File: config.mk
export PLATFORM = sky130hd
export DESIGN_NAME = dual_pic_ack
export DESIGN_NICKNAME = d
export VERILOG_FILES = /design/src/rtl/dual_pic_pkg.sv /design/src/rtl/pic_decode.sv /design/src/rtl/pic_core.sv /design/src/rtl/dual_pic_ack.sv
export SDC_FILE = /design/constraint.sdc
export NUM_CORES = 1
export LEC_CHECK = 0
export BUFFER_PORTS_ARGS = -buffer_cell sky130_fd_sc_hd__buf_4
export CORE_MARGIN = 1.5
export CORE_UTILIZATION = 55
export DETAILED_ROUTE_END_ITERATION = 8
export HOLD_SLACK_MARGIN = 0.06
export PLACE_DENSITY = 0.77
export SYNTH_ARGS = -nofsm -noshare
export SYNTH_HDL_FRONTEND = slang
export SYNTH_HIERARCHICAL = 1
export SYNTH_SLANG_ARGS = --single-unit
File: constraint.sdc
create_clock -name clk -period 8.9 [get_ports clk]
set_input_delay 0.89 -clock clk [delete_from_list [all_inputs] [get_ports clk]]
set_output_delay 0.89 -clock clk [all_outputs]
set_load 0.02 [all_outputs]
File: src/rtl/dual_pic_pkg.sv
package dual_pic_pkg;
  localparam int LINES = 8;
  localparam int IDX_W = $clog2(LINES);

  typedef enum logic [1:0] {IS_RUN, IS_BASE, IS_CASC, IS_MODE} init_st_t;

  typedef struct packed {
    logic ctl;
    logic trg;
    logic inst;
    logic port;
  } pic_sel_t;

  // Index of the lowest set bit, which is the highest priority.
  function automatic logic [IDX_W-1:0] low_idx(input logic [LINES-1:0] v);
    logic [IDX_W-1:0] r;
    r = '0;
    for (int i = LINES - 1; i >= 0; i--)
      if (v[i]) r = IDX_W'(i);
    return r;
  endfunction
endpackage

File: src/rtl/pic_decode.sv
module pic_decode
  import dual_pic_pkg::*;
#(
  parameter int ADDR_W = 16
) (
  input  logic [ADDR_W-1:0] addr,
  output pic_sel_t          sel
);
  localparam logic [ADDR_W-1:0] TRG_BASE = ADDR_W'('h4D0);

  logic ctl_hit, trg_hit;

  // Control ports: 0x20/0x21 and 0xA0/0xA1, with bit 7 ignored for the match.
  assign ctl_hit = (addr[ADDR_W-1:8] == '0) && (addr[6:1] == 6'b010000);
  assign trg_hit = (addr[ADDR_W-1:1] == TRG_BASE[ADDR_W-1:1]);

  always_comb begin
    sel.ctl  = ctl_hit;
    sel.trg  = trg_hit;
    sel.inst = ctl_hit ? addr[7] : addr[0];
    sel.port = addr[0];
  end
endmodule

File: src/rtl/pic_core.sv
module pic_core
  import dual_pic_pkg::*;
#(
  parameter logic [LINES-1:0] TRIG_MASK = 8'hFF
) (
  input  logic             clk,
  input  logic             rst_n,
  input  logic [LINES-1:0] lines,
  input  logic [LINES-1:0] cas_set,
  input  logic             ctl_wr,
  input  logic             ctl_port,
  input  logic             trg_wr,
  input  logic [7:0]       wdata,
  input  logic             ack,
  output logic             win_vld,
  output logic [IDX_W-1:0] win_idx,
  output logic [4:0]       base,
  output logic [LINES-1:0] irr,
  output logic [LINES-1:0] imr,
  output logic [LINES-1:0] isr,
  output logic [LINES-1:0] trig,
  output logic             rsel
);
  logic [LINES-1:0] irr_q, irr_n, last_q, last_n, imr_q, imr_n;
  logic [LINES-1:0] isr_q, isr_n, trig_q, trig_n, irr_nx, ack_bit;
  logic [4:0]       base_q, base_n;
  logic             rsel_q, rsel_n, need4_q, need4_n;
  init_st_t         ist_q, ist_n;

  logic [LINES-1:0] req;
  logic [IDX_W-1:0] req_idx, svc_idx;
  logic             svc_vld;

  // Priority resolution
  assign req     = irr_q & ~imr_q;
  assign req_idx = low_idx(req);
  assign svc_idx = low_idx(isr_q);
  assign svc_vld = |isr_q;
  assign win_vld = (|req) && (!svc_vld || (req_idx < svc_idx));
  assign win_idx = req_idx;
  assign ack_bit = ack ? (LINES'(1) << win_idx) : '0;

  // Per-line request update
  for (genvar i = 0; i < LINES; i++) begin : g_line
    assign irr_nx[i] = trig_q[i] ? lines[i]
                     : ((irr_q[i] | (lines[i] & ~last_q[i]) | cas_set[i]) & ~ack_bit[i]);
  end

  always_comb begin
    irr_n   = irr_nx;
    last_n  = lines;
    imr_n   = imr_q;
    isr_n   = isr_q | ack_bit;
    trig_n  = trg_wr ? (wdata & TRIG_MASK) : trig_q;
    base_n  = base_q;
    rsel_n  = rsel_q;
    ist_n   = ist_q;
    need4_n = need4_q;
    if (ctl_wr) begin
      if (!ctl_port) begin
        if (wdata[4]) begin
          irr_n   = '0;
          last_n  = '0;
          imr_n   = '0;
          isr_n   = '0;
          base_n  = '0;
          rsel_n  = 1'b0;
          ist_n   = IS_BASE;
          need4_n = wdata[0];
        end else if (wdata[3]) begin
          if (wdata[1]) rsel_n = wdata[0];
        end else if (wdata[7:5] == 3'b001) begin
          if (svc_vld) isr_n[svc_idx] = 1'b0;
        end else if (wdata[7:5] == 3'b011) begin
          isr_n[wdata[2:0]] = 1'b0;
        end
      end else begin
        case (ist_q)
          IS_RUN:  imr_n = wdata;
          IS_BASE: begin base_n = wdata[7:3]; ist_n = IS_CASC; end
          IS_CASC: ist_n = need4_q ? IS_MODE : IS_RUN;
          default: ist_n = IS_RUN;
        endcase
      end
    end
  end

  always_ff @(posedge clk or negedge rst_n) begin
    if (!rst_n) begin
      irr_q   <= '0;
      last_q  <= '0;
      imr_q   <= '0;
      isr_q   <= '0;
      trig_q  <= '0;
      base_q  <= '0;
      rsel_q  <= 1'b0;
      need4_q <= 1'b0;
      ist_q   <= IS_RUN;
    end else begin
      irr_q   <= irr_n;
      last_q  <= last_n;
      imr_q   <= imr_n;
      isr_q   <= isr_n;
      trig_q  <= trig_n;
      base_q  <= base_n;
      rsel_q  <= rsel_n;
      need4_q <= need4_n;
      ist_q   <= ist_n;
    end
  end

  assign irr  = irr_q;
  assign imr  = imr_q;
  assign isr  = isr_q;
  assign trig = trig_q;
  assign base = base_q;
  assign rsel = rsel_q;
endmodule

File: src/rtl/dual_pic_ack.sv
module dual_pic_ack
  import dual_pic_pkg::*;
#(
  parameter int               ADDR_W           = 16,
  parameter int               CAS_LINE         = 2,
  parameter logic [LINES-1:0] MASTER_TRIG_MASK = 8'hF8,
  parameter logic [LINES-1:0] SLAVE_TRIG_MASK  = 8'hDE
) (
  input  logic                 clk,
  input  logic                 rst_n,
  input  logic [2*LINES-1:0]   irq_in,
  input  logic [ADDR_W-1:0]    bus_addr,
  input  logic                 bus_wr,
  input  logic                 bus_rd,
  input  logic [7:0]           bus_wdata,
  output logic [7:0]           bus_rdata,
  input  logic                 inta,
  output logic                 int_out,
  output logic [7:0]           vector
);
  localparam int NUM = 2;

  logic [1:0]       rst_sync;
  logic             rst_q_n;
  pic_sel_t         sel;
  logic             win_vld [NUM];
  logic [IDX_W-1:0] win_idx [NUM];
  logic [4:0]       base_a  [NUM];
  logic [LINES-1:0] irr_a [NUM], imr_a [NUM], isr_a [NUM], trig_a [NUM];
  logic             rsel_a  [NUM];
  logic             ack_a   [NUM];
  logic [LINES-1:0] cas_vec;
  logic [7:0]       vec_q, vec_n;

  // Reset: asserts asynchronously, releases on the clock.
  always_ff @(posedge clk or negedge rst_n) begin
    if (!rst_n) rst_sync <= 2'b00;
    else        rst_sync <= {rst_sync[0], 1'b1};
  end
  assign rst_q_n = rst_sync[1];

  pic_decode #(.ADDR_W(ADDR_W)) u_dec (.addr(bus_addr), .sel(sel));

  assign cas_vec = win_vld[1] ? (LINES'(1) << CAS_LINE) : '0;
  assign ack_a[0] = inta && win_vld[0];
  assign ack_a[1] = ack_a[0] && (win_idx[0] == IDX_W'(CAS_LINE)) && win_vld[1];

  for (genvar g = 0; g < NUM; g++) begin : g_pic
    pic_core #(
      .TRIG_MASK((g == 0) ? MASTER_TRIG_MASK : SLAVE_TRIG_MASK)
    ) u_core (
      .clk     (clk),
      .rst_n   (rst_q_n),
      .lines   (irq_in[g*LINES +: LINES]),
      .cas_set ((g == 0) ? cas_vec : '0),
      .ctl_wr  (bus_wr && sel.ctl && (sel.inst == 1'(g))),
      .ctl_port(sel.port),
      .trg_wr  (bus_wr && sel.trg && (sel.inst == 1'(g))),
      .wdata   (bus_wdata),
      .ack     (ack_a[g]),
      .win_vld (win_vld[g]),
      .win_idx (win_idx[g]),
      .base    (base_a[g]),
      .irr     (irr_a[g]),
      .imr     (imr_a[g]),
      .isr     (isr_a[g]),
      .trig    (trig_a[g]),
      .rsel    (rsel_a[g])
    );
  end

  // Acknowledge vector selection
  always_comb begin
    if (!win_vld[0])
      vec_n = {base_a[0], 3'd7};
    else if (win_idx[0] == IDX_W'(CAS_LINE))
      vec_n = win_vld[1] ? {base_a[1], win_idx[1]} : {base_a[1], 3'd7};
    else
      vec_n = {base_a[0], win_idx[0]};
  end

  always_ff @(posedge clk or negedge rst_q_n) begin
    if (!rst_q_n)  vec_q <= '0;
    else if (inta) vec_q <= vec_n;
  end

  // Read data mux
  always_comb begin
    bus_rdata = '0;
    if (bus_rd) begin
      if (sel.ctl) begin
        if (sel.port)              bus_rdata = imr_a[sel.inst];
        else if (rsel_a[sel.inst]) bus_rdata = isr_a[sel.inst];
        else                       bus_rdata = irr_a[sel.inst];
      end else if (sel.trg) begin
        bus_rdata = trig_a[sel.inst];
      end
    end
  end

  assign int_out = win_vld[0];
  assign vector  = vec_q;

  logic [LINES-1:0] m_irr, m_imr, m_isr, m_trig, s_trig;
  assign m_irr  = irr_a[0];
  assign m_imr  = imr_a[0];
  assign m_isr  = isr_a[0];
  assign m_trig = trig_a[0];
  assign s_trig = trig_a[1];
endmodule

==> qor.txt <==
Status -> finished clean
Starting Density -> 57.1%
Pwr Density -> 133 nW/um^2
Commonest non-fill, non-tap cell in the layout -> dfrtp_1
CTS buffer count -> 9
Leak -> 3.11 nW
Post-synthesis instance area -> 6570 um^2
Avg Cell Area, Syn -> 9.54 um^2
CTS tree -> done
Critical Path RT -> 8010 ps
Post-CTS setup buffer count -> 0
Final setup fails -> 0
Vias in the first global route -> 5511
Clk_lat worst skew -> 370 ps
Vias/cell -> 6.31
Routed wire per std cell -> 19.4 um
# resized after CTS -> 0
Fin Hold WS -> 235 ps
# IOs -> 62
Clk_skew -> 10.1 ps
Most frequent cells in the layout -> dfrtp_1, buf_4, o21ai_0, nand2_1
Largest net degree at the start of global routing -> 75
Seq/Total Area, Yosys -> 39.2%
Critical path capture point type -> primary output
HPWL Detailed -> 12400 um
Iter 0 DRT Violations -> 576
Area of the die -> 12600 um^2
Global-route wire length before repair -> 28000 um
Post-synth EDFFs -> 0
Worst Setup Start Kind -> input port
Setup TNS -> 0 ps
Tightest Hold Check Type -> flop to async pin
Fmax -> 0.212 GHz
Critical path class -> input port to primary output
Worst-path fanout max -> 11
Reg power frac -> 49.1%
ANT nets after route -> 0
Sw Pwr -> 246 uW
Number of buffers added on ports -> 61
Final WL -> 17100 um
Critical Path AT -> 3830 ps
Dominant synthesized flop cell -> dfrtp_1
Syn Inst Count -> 689
Max Root-Sink Buffers -> 2
Combinational power share -> 8.2%
CTS Hold Bufs -> 0
Unrepaired setup endpoints after global routing -> false
Period utilization -> 53.0%
FF-to-FF Start -> g_pic[0].u_core/irr[5]
Diode count -> 0
Max Cap Viol -> 0
Unique masters post-synth -> 72
# rows -> 39
Drt pass-1 iters -> 8
Net Sw Frac -> 25.2%
CTS root buf -> clkbuf_16
Max-slew headroom -> 23.8%
Worst-path clk slew -> 80 ps
Fin nets -> 789
Fin. max-slew vios -> 0
Via count -> 5562
Layout cell share with drive strength beyond 1 -> 22.6%
Worst-margin pin slew -> 1130 ps
Layout area overhead -> 11.6%
Initial antenna violation count -> 0
CTS Sinks -> 103
DRC -> 0
Core area -> 11500 um^2
Maximum VDD drop -> 0.146 mV
Flops & latches, synth -> 103
Clk pwr share -> 42.7%
Grt total ovfl -> 0
Yosys warnings -> 6
H-tree levels -> 3
Synth async-reset ratio -> 100%
Internal power -> 731 uW
Chip Width -> 112 um
Launch point of the worst path -> bus_addr[14]
Total track usage -> 28.1%
Min Tclk post-route -> 4720 ps
RePlAce Congestion -> 0.982
Fin. Hold Viols -> 0
Die H -> 112 um
==> cells in the mapped netlist (all sizes together) (3+ instances only) <==
library cell | number | area (um^2)
a41oi | 3 | 26.3
mux2i | 11 | 110
clkbuf | 18 | 77.6
nand4 | 4 | 25.0
a31oi | 9 | 71.3
a211oi | 9 | 108
nand2b | 15 | 109
a22o | 13 | 114
inv | 41 | 156
nor4 | 7 | 77.6
o221a | 7 | 78.8
o31ai | 27 | 208
nor3 | 9 | 50.1
or3 | 3 | 23.8
o21ai | 49 | 245
and2 | 18 | 113
a22oi | 19 | 183
o311a | 3 | 30.0
nand3b | 4 | 30.0
o211a | 5 | 65.1
nand2 | 43 | 161
and3 | 4 | 25.0
buf | 27 | 183
mux2 | 46 | 552
o21a | 7 | 52.6
a21o | 5 | 37.5
nor2 | 39 | 149
nor2b | 30 | 193
a21oi | 33 | 169
ha | 10 | 125
nand3 | 37 | 190
conb | 4 | 15.0
dfrtp | 103 | 2580
a221oi | 4 | 35.0
a221o | 3 | 30.0
==> metrics by stage <==
| step | utilization [%] | instances | instance area (um^2) | power [mW] | setup WS (ps) |
|---|---|---|---|---|---|
| 2_1_floorplan | - | 706 | 6630 | 0.539 | 5220 |
| 3_3_place_gp | 61.0 | 866 | 7020 | 0.567 | 4580 |
| 3_5_place_dp | 61.0 | 866 | 7020 | 0.569 | 4310 |
| 4_1_cts | 63.7 | 882 | 7330 | 0.984 | 4320 |
| 5_1_grt | 63.7 | 882 | 7330 | 1.01 | 4050 |
| 6_report | 63.7 | 882 | 7330 | 0.977 | 4180 |
==> area by class of cell <==
type	count	area, um^2
fill	935	4190
tap	143	179
inverter	42	165
clock inverter	7	83.8
clock buffer	9	225
multi-input combinational	516	3630
timing repair buffer	62	465
sequential	103	2580
==> worst max-delay path, stage by stage <==
cell and delay, ps:
buf_4 110, nor4_2 310, nand3_1 110, nor3_1 920
nor2b_1 740, a22oi_1 210, a211oi_1 340, buf_4 200
==> worst paths after layout <==
check,cells after the start,slack [ps],endpoint
max in group asynchronous,1,7390,g_pic[0].u_core/last_q[5]
max,8,4180,bus_rdata[7]
max reg2reg,14,4740,g_pic[1].u_core/isr[6]
min in group clk,0,360,rst_sync[1]
min reg2reg,0,230,g_pic[1].u_core/irr[5]
min,0,230,g_pic[1].u_core/irr[5]
==> power by group through the flow <==
stage	logic (mW)	clock network (mW)	registers (mW)
6_report	0.0805	0.417	0.480
5_1_grt	0.0878	0.443	0.481
4_1_cts	0.0798	0.424	0.480
3_5_place_dp	0.0794	0	0.489
3_3_place_gp	0.0780	0	0.489
2_1_floorplan	0.0487	0	0.490
==> layer usage <==
metal	wire length [um]	track usage [%]	vias up
met5	0	0	-
met4	546	11.7	0
met3	1210	6.53	45
met2	8390	46.8	222
met1	6950	35.5	2710
li1	-	-	2585
==> state kept, by name (all words and copies together) (netlist names) <==
register              flops
rst_sync                  2
g_pic.u_core/last_q      16
g_pic.u_core/irr         16
g_pic.u_core/trig        11
vector                    8
g_pic.u_core/isr         16
g_pic.u_core/rsel         2
g_pic.u_core/need4_q      2
g_pic.u_core/base        10
g_pic.u_core/ist_q        4
g_pic.u_core/imr         16
==> cell families (layout without fill, tap and decap cells) <==
logic type               Yosys count  after routing  synth area share [%]
flip-flops                       103            103                  39.2
adder cells (fa/ha/maj)           10             10                  1.90
multiplexers                      57             57                  10.1
AND/OR/NAND/NOR                  224            224                  18.9
other                              4             21                 0.228
buffers and inverters             87            120                  6.48
AO/OA/AOI/OAI                    204            204                  23.2
Note: power is estimated with default switching activity, not from simulation.
